File: src/rtl/ppd_pkg.sv
// Shared constants and types for the private peripheral decoder.
// Assumes a fixed 4 KB map split into 256-byte pages.
package ppd_pkg;

    localparam int OFF_W     = 12;
    localparam int PAGE_W    = 4;
    localparam int SUB_W     = 8;
    localparam int CORE_W    = 2;
    localparam int MAX_CORES = 4;

    // Page numbers (offset[11:8]) that bound each window.
    localparam logic [PAGE_W-1:0] PG_CTRL      = 4'd0;
    localparam logic [PAGE_W-1:0] PG_IRQ_SELF  = 4'd1;
    localparam logic [PAGE_W-1:0] PG_IRQ_BASE  = 4'd2;
    localparam logic [PAGE_W-1:0] PG_TMR_SELF  = 4'd6;
    localparam logic [PAGE_W-1:0] PG_TMR_BASE  = 4'd7;
    localparam logic [PAGE_W-1:0] PG_MAP_END   = 4'd11;

    // Control register sub-offsets.
    localparam logic [SUB_W-1:0] SUB_CTRL  = 8'h00;
    localparam logic [SUB_W-1:0] SUB_CFG   = 8'h04;
    localparam logic [SUB_W-1:0] SUB_STAT  = 8'h08;
    localparam logic [SUB_W-1:0] SUB_INVAL = 8'h0C;

    typedef enum logic [1:0] {
        TGT_NONE = 2'd0,
        TGT_CTRL = 2'd1,
        TGT_IRQ  = 2'd2,
        TGT_TMR  = 2'd3
    } tgt_e;

    typedef struct packed {
        tgt_e              tgt;
        logic [CORE_W-1:0] core;
        logic              wdog;
        logic [SUB_W-1:0]  sub;
    } route_t;

endpackage

File: src/rtl/ppd_window_decode.sv
// Combinational window decoder: turns an offset and the requesting core into
// a route (target kind, core, timer/watchdog, sub-offset) plus an unmapped flag.
// Assumes req_core < NUM_CORES; numbered pages of absent cores are unmapped.
module ppd_window_decode
    import ppd_pkg::*;
#(
    parameter int NUM_CORES = 4
) (
    input  logic [OFF_W-1:0]  off,
    input  logic [CORE_W-1:0] req_core,
    output route_t            route,
    output logic              bad
);

    logic [PAGE_W-1:0] page;
    logic [PAGE_W-1:0] rel;

    assign page = off[OFF_W-1:SUB_W];

    // Classify the page and derive target core and sub-offset.
    always_comb begin
        route = '{tgt: TGT_NONE, core: '0, wdog: 1'b0, sub: '0};
        rel   = '0;
        bad   = 1'b0;
        if (page == PG_CTRL) begin
            route.tgt = TGT_CTRL;
            route.sub = off[SUB_W-1:0];
        end else if (page == PG_IRQ_SELF) begin
            route.tgt  = TGT_IRQ;
            route.core = req_core;
            route.sub  = off[SUB_W-1:0];
        end else if (page < PG_TMR_SELF) begin
            rel        = page - PG_IRQ_BASE;
            route.tgt  = TGT_IRQ;
            route.core = rel[CORE_W-1:0];
            route.sub  = off[SUB_W-1:0];
            bad        = int'(rel) >= NUM_CORES;
        end else if (page == PG_TMR_SELF) begin
            route.tgt  = TGT_TMR;
            route.core = req_core;
            route.wdog = off[5];
            route.sub  = {4'b0, off[3:0]};
        end else if (page < PG_MAP_END) begin
            rel        = page - PG_TMR_BASE;
            route.tgt  = TGT_TMR;
            route.core = rel[CORE_W-1:0];
            route.wdog = off[5];
            route.sub  = {4'b0, off[3:0]};
            bad        = int'(rel) >= NUM_CORES;
        end else begin
            bad = 1'b1;
        end
        if (bad) begin
            route.tgt = TGT_NONE;
        end
    end

endmodule

File: src/rtl/ppd_ctrl_regs.sv
// Snoop-control register set: one writable enable flag, a read-only
// configuration word built from NUM_CORES, a zero core-status word and a
// write-only invalidate register with no effect. Assumes DATA_W >= 8.
module ppd_ctrl_regs
    import ppd_pkg::*;
#(
    parameter int NUM_CORES = 4,
    parameter int DATA_W    = 32
) (
    input  logic              clk,
    input  logic              rst_n,
    input  logic              sel,
    input  logic              wr_en,
    input  logic              wbit,
    input  logic [SUB_W-1:0]  sub,
    output logic [DATA_W-1:0] rdata
);

    logic              ctrl_en;
    logic [DATA_W-1:0] cfg_word;

    // Hold the enable flag; only the control sub-offset updates it.
    always_ff @(posedge clk) begin
        if (!rst_n) begin
            ctrl_en <= 1'b0;
        end else if (sel && wr_en && sub == SUB_CTRL) begin
            ctrl_en <= wbit;
        end
    end

    // Build the configuration word: core count minus one and a presence mask.
    always_comb begin
        cfg_word      = '0;
        cfg_word[1:0] = 2'(NUM_CORES - 1);
        for (int i = 0; i < NUM_CORES; i++) begin
            cfg_word[4+i] = 1'b1;
        end
    end

    // Read multiplexer for the register set.
    always_comb begin
        rdata = '0;
        case (sub)
            SUB_CTRL: rdata[0] = ctrl_en;
            SUB_CFG:  rdata    = cfg_word;
            SUB_STAT, SUB_INVAL: rdata = '0;
            default:  rdata    = '0;
        endcase
    end

endmodule

File: src/rtl/ppd_read_return.sv
// Read-return stage: picks the word of the routed target and registers it,
// and registers the one-cycle error pulse for unmapped accesses.
// Assumes the targets return read data combinationally in the access cycle.
module ppd_read_return
    import ppd_pkg::*;
#(
    parameter int NUM_CORES = 4,
    parameter int DATA_W    = 32,
    localparam int NUM_TMR  = 2 * NUM_CORES
) (
    input  logic                        clk,
    input  logic                        rst_n,
    input  logic                        rd_en,
    input  logic                        acc,
    input  route_t                      route,
    input  logic                        bad,
    input  logic [DATA_W-1:0]           ctrl_rdata,
    input  logic [NUM_CORES*DATA_W-1:0] irq_rdata,
    input  logic [NUM_TMR*DATA_W-1:0]   tmr_rdata,
    output logic [DATA_W-1:0]           rdata,
    output logic                        err
);

    logic [DATA_W-1:0] pick;

    // Select the word of the routed target.
    always_comb begin
        pick = '0;
        case (route.tgt)
            TGT_CTRL: pick = ctrl_rdata;
            TGT_IRQ: begin
                for (int i = 0; i < NUM_CORES; i++) begin
                    if (route.core == CORE_W'(i)) begin
                        pick = irq_rdata[i*DATA_W +: DATA_W];
                    end
                end
            end
            TGT_TMR: begin
                for (int j = 0; j < NUM_TMR; j++) begin
                    if ({route.core, route.wdog} == (CORE_W+1)'(j)) begin
                        pick = tmr_rdata[j*DATA_W +: DATA_W];
                    end
                end
            end
            default: pick = '0;
        endcase
    end

    // Register returned data and the error pulse.
    always_ff @(posedge clk) begin
        if (!rst_n) begin
            rdata <= '0;
            err   <= 1'b0;
        end else begin
            rdata <= (rd_en && !bad) ? pick : '0;
            err   <= acc && bad;
        end
    end

endmodule

File: src/rtl/ppd_private_decoder.sv
// Top of the banked private peripheral decoder. Decodes one access per
// cycle into one-hot target selects, forwards the sub-offset and write data,
// and returns a registered read word and error pulse one cycle later.
// Assumes req_core < NUM_CORES and NUM_CORES in 1..4.
module ppd_private_decoder
    import ppd_pkg::*;
#(
    parameter int NUM_CORES = 4,
    parameter int DATA_W    = 32,
    localparam int NUM_TMR  = 2 * NUM_CORES
) (
    input  logic                        clk,
    input  logic                        rst_n,
    input  logic [11:0]                 acc_off,
    input  logic                        acc_rd,
    input  logic                        acc_wr,
    input  logic [DATA_W-1:0]           acc_wdata,
    input  logic [1:0]                  req_core,
    input  logic [NUM_CORES*DATA_W-1:0] gic_rdata,
    input  logic [NUM_TMR*DATA_W-1:0]   tmr_rdata,
    output logic                        scu_sel,
    output logic [NUM_CORES-1:0]        gic_sel,
    output logic [NUM_TMR-1:0]          tmr_sel,
    output logic [7:0]                  tgt_sub,
    output logic [DATA_W-1:0]           tgt_wdata,
    output logic [DATA_W-1:0]           acc_rdata,
    output logic                        acc_err
);

    logic              acc;
    route_t            route;
    logic              bad;
    logic [DATA_W-1:0] ctrl_rdata;

    assign acc       = acc_rd | acc_wr;
    assign tgt_sub   = route.sub;
    assign tgt_wdata = acc_wdata;
    assign scu_sel   = acc && route.tgt == TGT_CTRL;

    ppd_window_decode #(
        .NUM_CORES(NUM_CORES)
    ) u_decode (
        .off      (acc_off),
        .req_core (req_core),
        .route    (route),
        .bad      (bad)
    );

    ppd_ctrl_regs #(
        .NUM_CORES(NUM_CORES),
        .DATA_W   (DATA_W)
    ) u_ctrl (
        .clk   (clk),
        .rst_n (rst_n),
        .sel   (scu_sel),
        .wr_en (acc_wr),
        .wbit  (acc_wdata[0]),
        .sub   (route.sub),
        .rdata (ctrl_rdata)
    );

    // One select per interrupt interface.
    for (genvar gi = 0; gi < NUM_CORES; gi++) begin : g_irq_sel
        assign gic_sel[gi] = acc && route.tgt == TGT_IRQ
                             && route.core == CORE_W'(gi);
    end

    // One select per timer instance (core*2 + watchdog bit).
    for (genvar gt = 0; gt < NUM_TMR; gt++) begin : g_tmr_sel
        assign tmr_sel[gt] = acc && route.tgt == TGT_TMR
                             && {route.core, route.wdog} == (CORE_W+1)'(gt);
    end

    ppd_read_return #(
        .NUM_CORES(NUM_CORES),
        .DATA_W   (DATA_W)
    ) u_ret (
        .clk        (clk),
        .rst_n      (rst_n),
        .rd_en      (acc_rd),
        .acc        (acc),
        .route      (route),
        .bad        (bad),
        .ctrl_rdata (ctrl_rdata),
        .irq_rdata  (gic_rdata),
        .tmr_rdata  (tmr_rdata),
        .rdata      (acc_rdata),
        .err        (acc_err)
    );

endmodule

File: config.mk
export PLATFORM = sky130hd
export DESIGN_NAME = ppd_private_decoder
export DESIGN_NICKNAME = d
export VERILOG_FILES = /design/src/rtl/ppd_pkg.sv /design/src/rtl/ppd_window_decode.sv /design/src/rtl/ppd_ctrl_regs.sv /design/src/rtl/ppd_read_return.sv /design/src/rtl/ppd_private_decoder.sv
export SDC_FILE = /design/constraint.sdc
export NUM_CORES = 1
export LEC_CHECK = 0
export ABC_AREA = 1
export BUFFER_PORTS_ARGS = -buffer_cell sky130_fd_sc_hd__buf_2
export CORE_AREA = 2 2 205 207
export CTS_CLUSTER_DIAMETER = 120
export DETAILED_ROUTE_END_ITERATION = 16
export DIE_AREA = 0 0 207 209
export PLACE_DENSITY = 0.48
export SLEW_MARGIN = 20
export SYNTH_ARGS = -nofsm -noshare
export SYNTH_HDL_FRONTEND = slang
export SYNTH_HIERARCHICAL = 1
export SYNTH_SLANG_ARGS = --single-unit
export TNS_END_PERCENT = 30
File: constraint.sdc
create_clock -name clk -period 2.8 [get_ports clk]
set_clock_uncertainty 0.15 [all_clocks]
set_input_delay 0.56 -clock clk [delete_from_list [all_inputs] [get_ports clk]]
set_output_delay 0.56 -clock clk [all_outputs]
set_load 0.01 [all_outputs]
==> results_dict.tcl <==
set metrics [dict create \
    cts.sinks 34 \
    rsz0062_at_grt "yes" \
    drc 0 \
    fill_cells 4793 \
    cts_max_path_buffers 2 \
    grt_use_total 0.175 \
    pin_count 520 \
    reg2reg_depth 5 \
    ys_ff_latch 34 \
    dpl.hpwl_mm 32.5 \
    nets 2169 \
    hold_violations 0 \
    endpoint_kind "output port" \
    fmax_ghz 0.361 \
    row_count 75 \
    required_ns 2.09 \
    yosys_warnings 6 \
    power.net_switching_w 0.00168 \
    cts_buffers 5 \
    synth_edf_count 0 \
    die_w_um 207 \
    yosys.area.top_type "nand2_1" \
    drt_iter0_drc 542 \
    synth_area_leaders "nand2_1 24%, nor2_1 12%, dfxtp_1 11%" \
    grt_pass1_vias 9469 \
    dr.pass1.iters 5 \
    cts_root_buffer "clkbuf_16" \
    coreArea_um2 41300 \
    tightest_slew_ns 0.579 \
    worstHoldPathCells 3 \
    wl_per_cell_um 18.6 \
    period_share 0.989 \
    setup.worst_path.start_class "input pin" \
    antenna_found_initial 3 \
    status "completed" \
    comb_power_share 0.652 \
    syn_area_um2 6190 \
    synth_top_area_frac 0.235 \
    initial_core_util 0.150 \
    routed_wl_mm 42.3 \
    p_int_w 0.00211 \
    cts_tree "done" \
    setup_ws_ns 0.0314 \
    slew-limit-headroom 0.610 \
    synth_seq_area_share 0.110 \
    critPathMaxFanout 6 \
    setup_viol 0 \
    async_flop_share 0 \
    hold_path.class "in2reg" \
    place_congestion 0.946 \
    whs_ns 0.356 \
    syn_to_final_growth_pct 77.5 \
    crit_type "in2out" \
    avgSynthCellArea_um2 5.02 \
    synth_top_flop_cell "dfxtp_1" \
    ctsHtreeMaxLevel 2 \
    maxCapViolations 0 \
    seqPwrFrac 0.134 \
    layout_min_cycle_time_ns 2.77 \
    dpl_worst_slack_ns -0.540 \
    port_buffers 457 \
    clk-insertion-delay-late_ns 0.31 \
    viasPerCell 4.23 \
    overflow 0 \
    swShare 0.444 \
    cellPowerDensity_nw_per_um2 344 \
    grt_pass1_wl_mm 57.1 \
    clkTransAtPathRegs_ns 0.07 \
    vias 9595 \
    ir_drop_v 0.000266 \
    p_leak_nw 6.05 \
    final-max-slew-violation-count 0 \
    grt_max_degree 57 \
    drive_gt1_frac 0.469 \
    arrival_ns 2.06 \
    synthCells 1233 \
    die_y_um 209 \
    dieArea_um2 43300 \
    clockPowerShare 0.214 \
    drtAntennaViolNets 0 \
    synth_cell_types 38 \
]
==> Yosys cell counts (2+ instances only) <==
master / count
or2_0: 21
nand2_2: 7
nand2_1: 388
nand3b_1: 2
nand2_4: 2
a22oi_1: 16
inv_2: 7
nor2_1: 200
or2_2: 34
clkinv_1: 2
buf_2: 16
o211ai_1: 3
o21ai_1: 2
a21oi_1: 34
o22ai_1: 6
a2bb2oi_1: 15
buf_1: 5
nand4_1: 5
o221ai_1: 5
nand3_1: 112
inv_1: 121
clkbuf_1: 49
nor2_2: 6
o21ai_0: 62
buf_4: 62
ha_1: 6
dfxtp_1: 34
==> registers in the layout, summed over array words and instances (netlist names) <==
signal,count
u_ret/rdata,32
u_ctrl/ctrl_en,1
u_ret/err,1
==> area by class of cell <==
class | instances | area, um^2 | area share
clock buffer | 5 | 125 | 0.0114
timing repair buffer | 597 | 3970 | 0.362
tap | 539 | 674 | 0.0614
sequential | 34 | 681 | 0.0619
inverter | 131 | 526 | 0.0478
clock inverter | 3 | 68.8 | 0.00626
antenna | 2 | 5.00 | 0.000455
multi-input combinational | 960 | 4940 | 0.449
==> worst max-delay path, cell delays in order <==
cell     delay [ns]
buf_12         0.12
ha_4           0.17
o21ai_4        0.15
nand3_2        0.09
nand2_2        0.07
nand2_2        0.07
a21oi_4        0.23
buf_6          0.17
buf_4          0.11
nand3_2        0.08
nor2_4         0.13
buf_6          0.12
==> path summary, 6_finish.rpt <==
kind / startpoint / to / slack, ns
max: acc_off[9] / tmr_sel[6] / 0.03
min: rst_n / u_ret/err / 0.36
max reg2reg: u_ctrl/ctrl_en / u_ret/rdata[0] / 1.46
min reg2reg: u_ctrl/ctrl_en / u_ctrl/ctrl_en / 0.36
==> stage by stage <==
stage               instances  TNS [ns]  power, W  cell area (um^2)  utilization
floorplan                1258         0   0.00159              6300            -
global placement         2228    -11.74   0.00259              9600        0.232
CTS                      2247   -0.0899   0.00353             10100        0.245
detailed placement       2228    -12.68   0.00259              9600        0.232
global route             2270    -0.524   0.00409             11000        0.266
finish                   2271         0   0.00379             11000        0.266
==> layout by cell type, fill, tap and decap left out, types with 26 or more instances in the layout <==
cell	n
buf_2	449
buf_4	83
buf_6	26
conb_1	26
dfxtp_1	34
inv_1	111
nand2_1	325
nand2_2	63
nand3_1	103
nor2_1	162
nor2_2	31
o21ai_0	59
or2_2	34
==> cells by family (layout without fill, tap and decap cells) <==
| group | Yosys count | count (layout) | synth area share |
|---|---|---|---|
| flops | 34 | 34 | 0.110 |
| buf+inv | 264 | 736 | 0.202 |
| compound gates | 148 | 148 | 0.144 |
| other cells | 1 | 28 | 0.000605 |
| fa+ha+maj | 6 | 6 | 0.0121 |
| simple gates | 780 | 780 | 0.531 |
==> what timing repair did <==
item	in CTS	in global routing
buffers inserted	10	8
resized for setup	56	165
pin swaps	14	55
hold buffers	0	0
endpoints found under the setup margin	25	42
cloned	1	15
==> power by group through the flow <==
stage          Combinational, W  Clock, W  Sequential [W]
3_5_place_dp            0.00207         0        0.000520
4_1_cts                 0.00215  0.000866        0.000509
5_1_grt                 0.00271  0.000870        0.000510
3_3_place_gp            0.00207         0        0.000521
6_report                0.00247  0.000809        0.000508
2_1_floorplan           0.00107         0        0.000524
==> metal layers <==
layer,vias up,part of all wire,track usage
met2,420,0.50,0.330
met4,0,0.022,0.0411
met3,56,0.070,0.0379
met1,4361,0.41,0.199
li1,4758,-,-
met5,-,0,0
No activity file was read; power rests on OpenSTA's default activity.
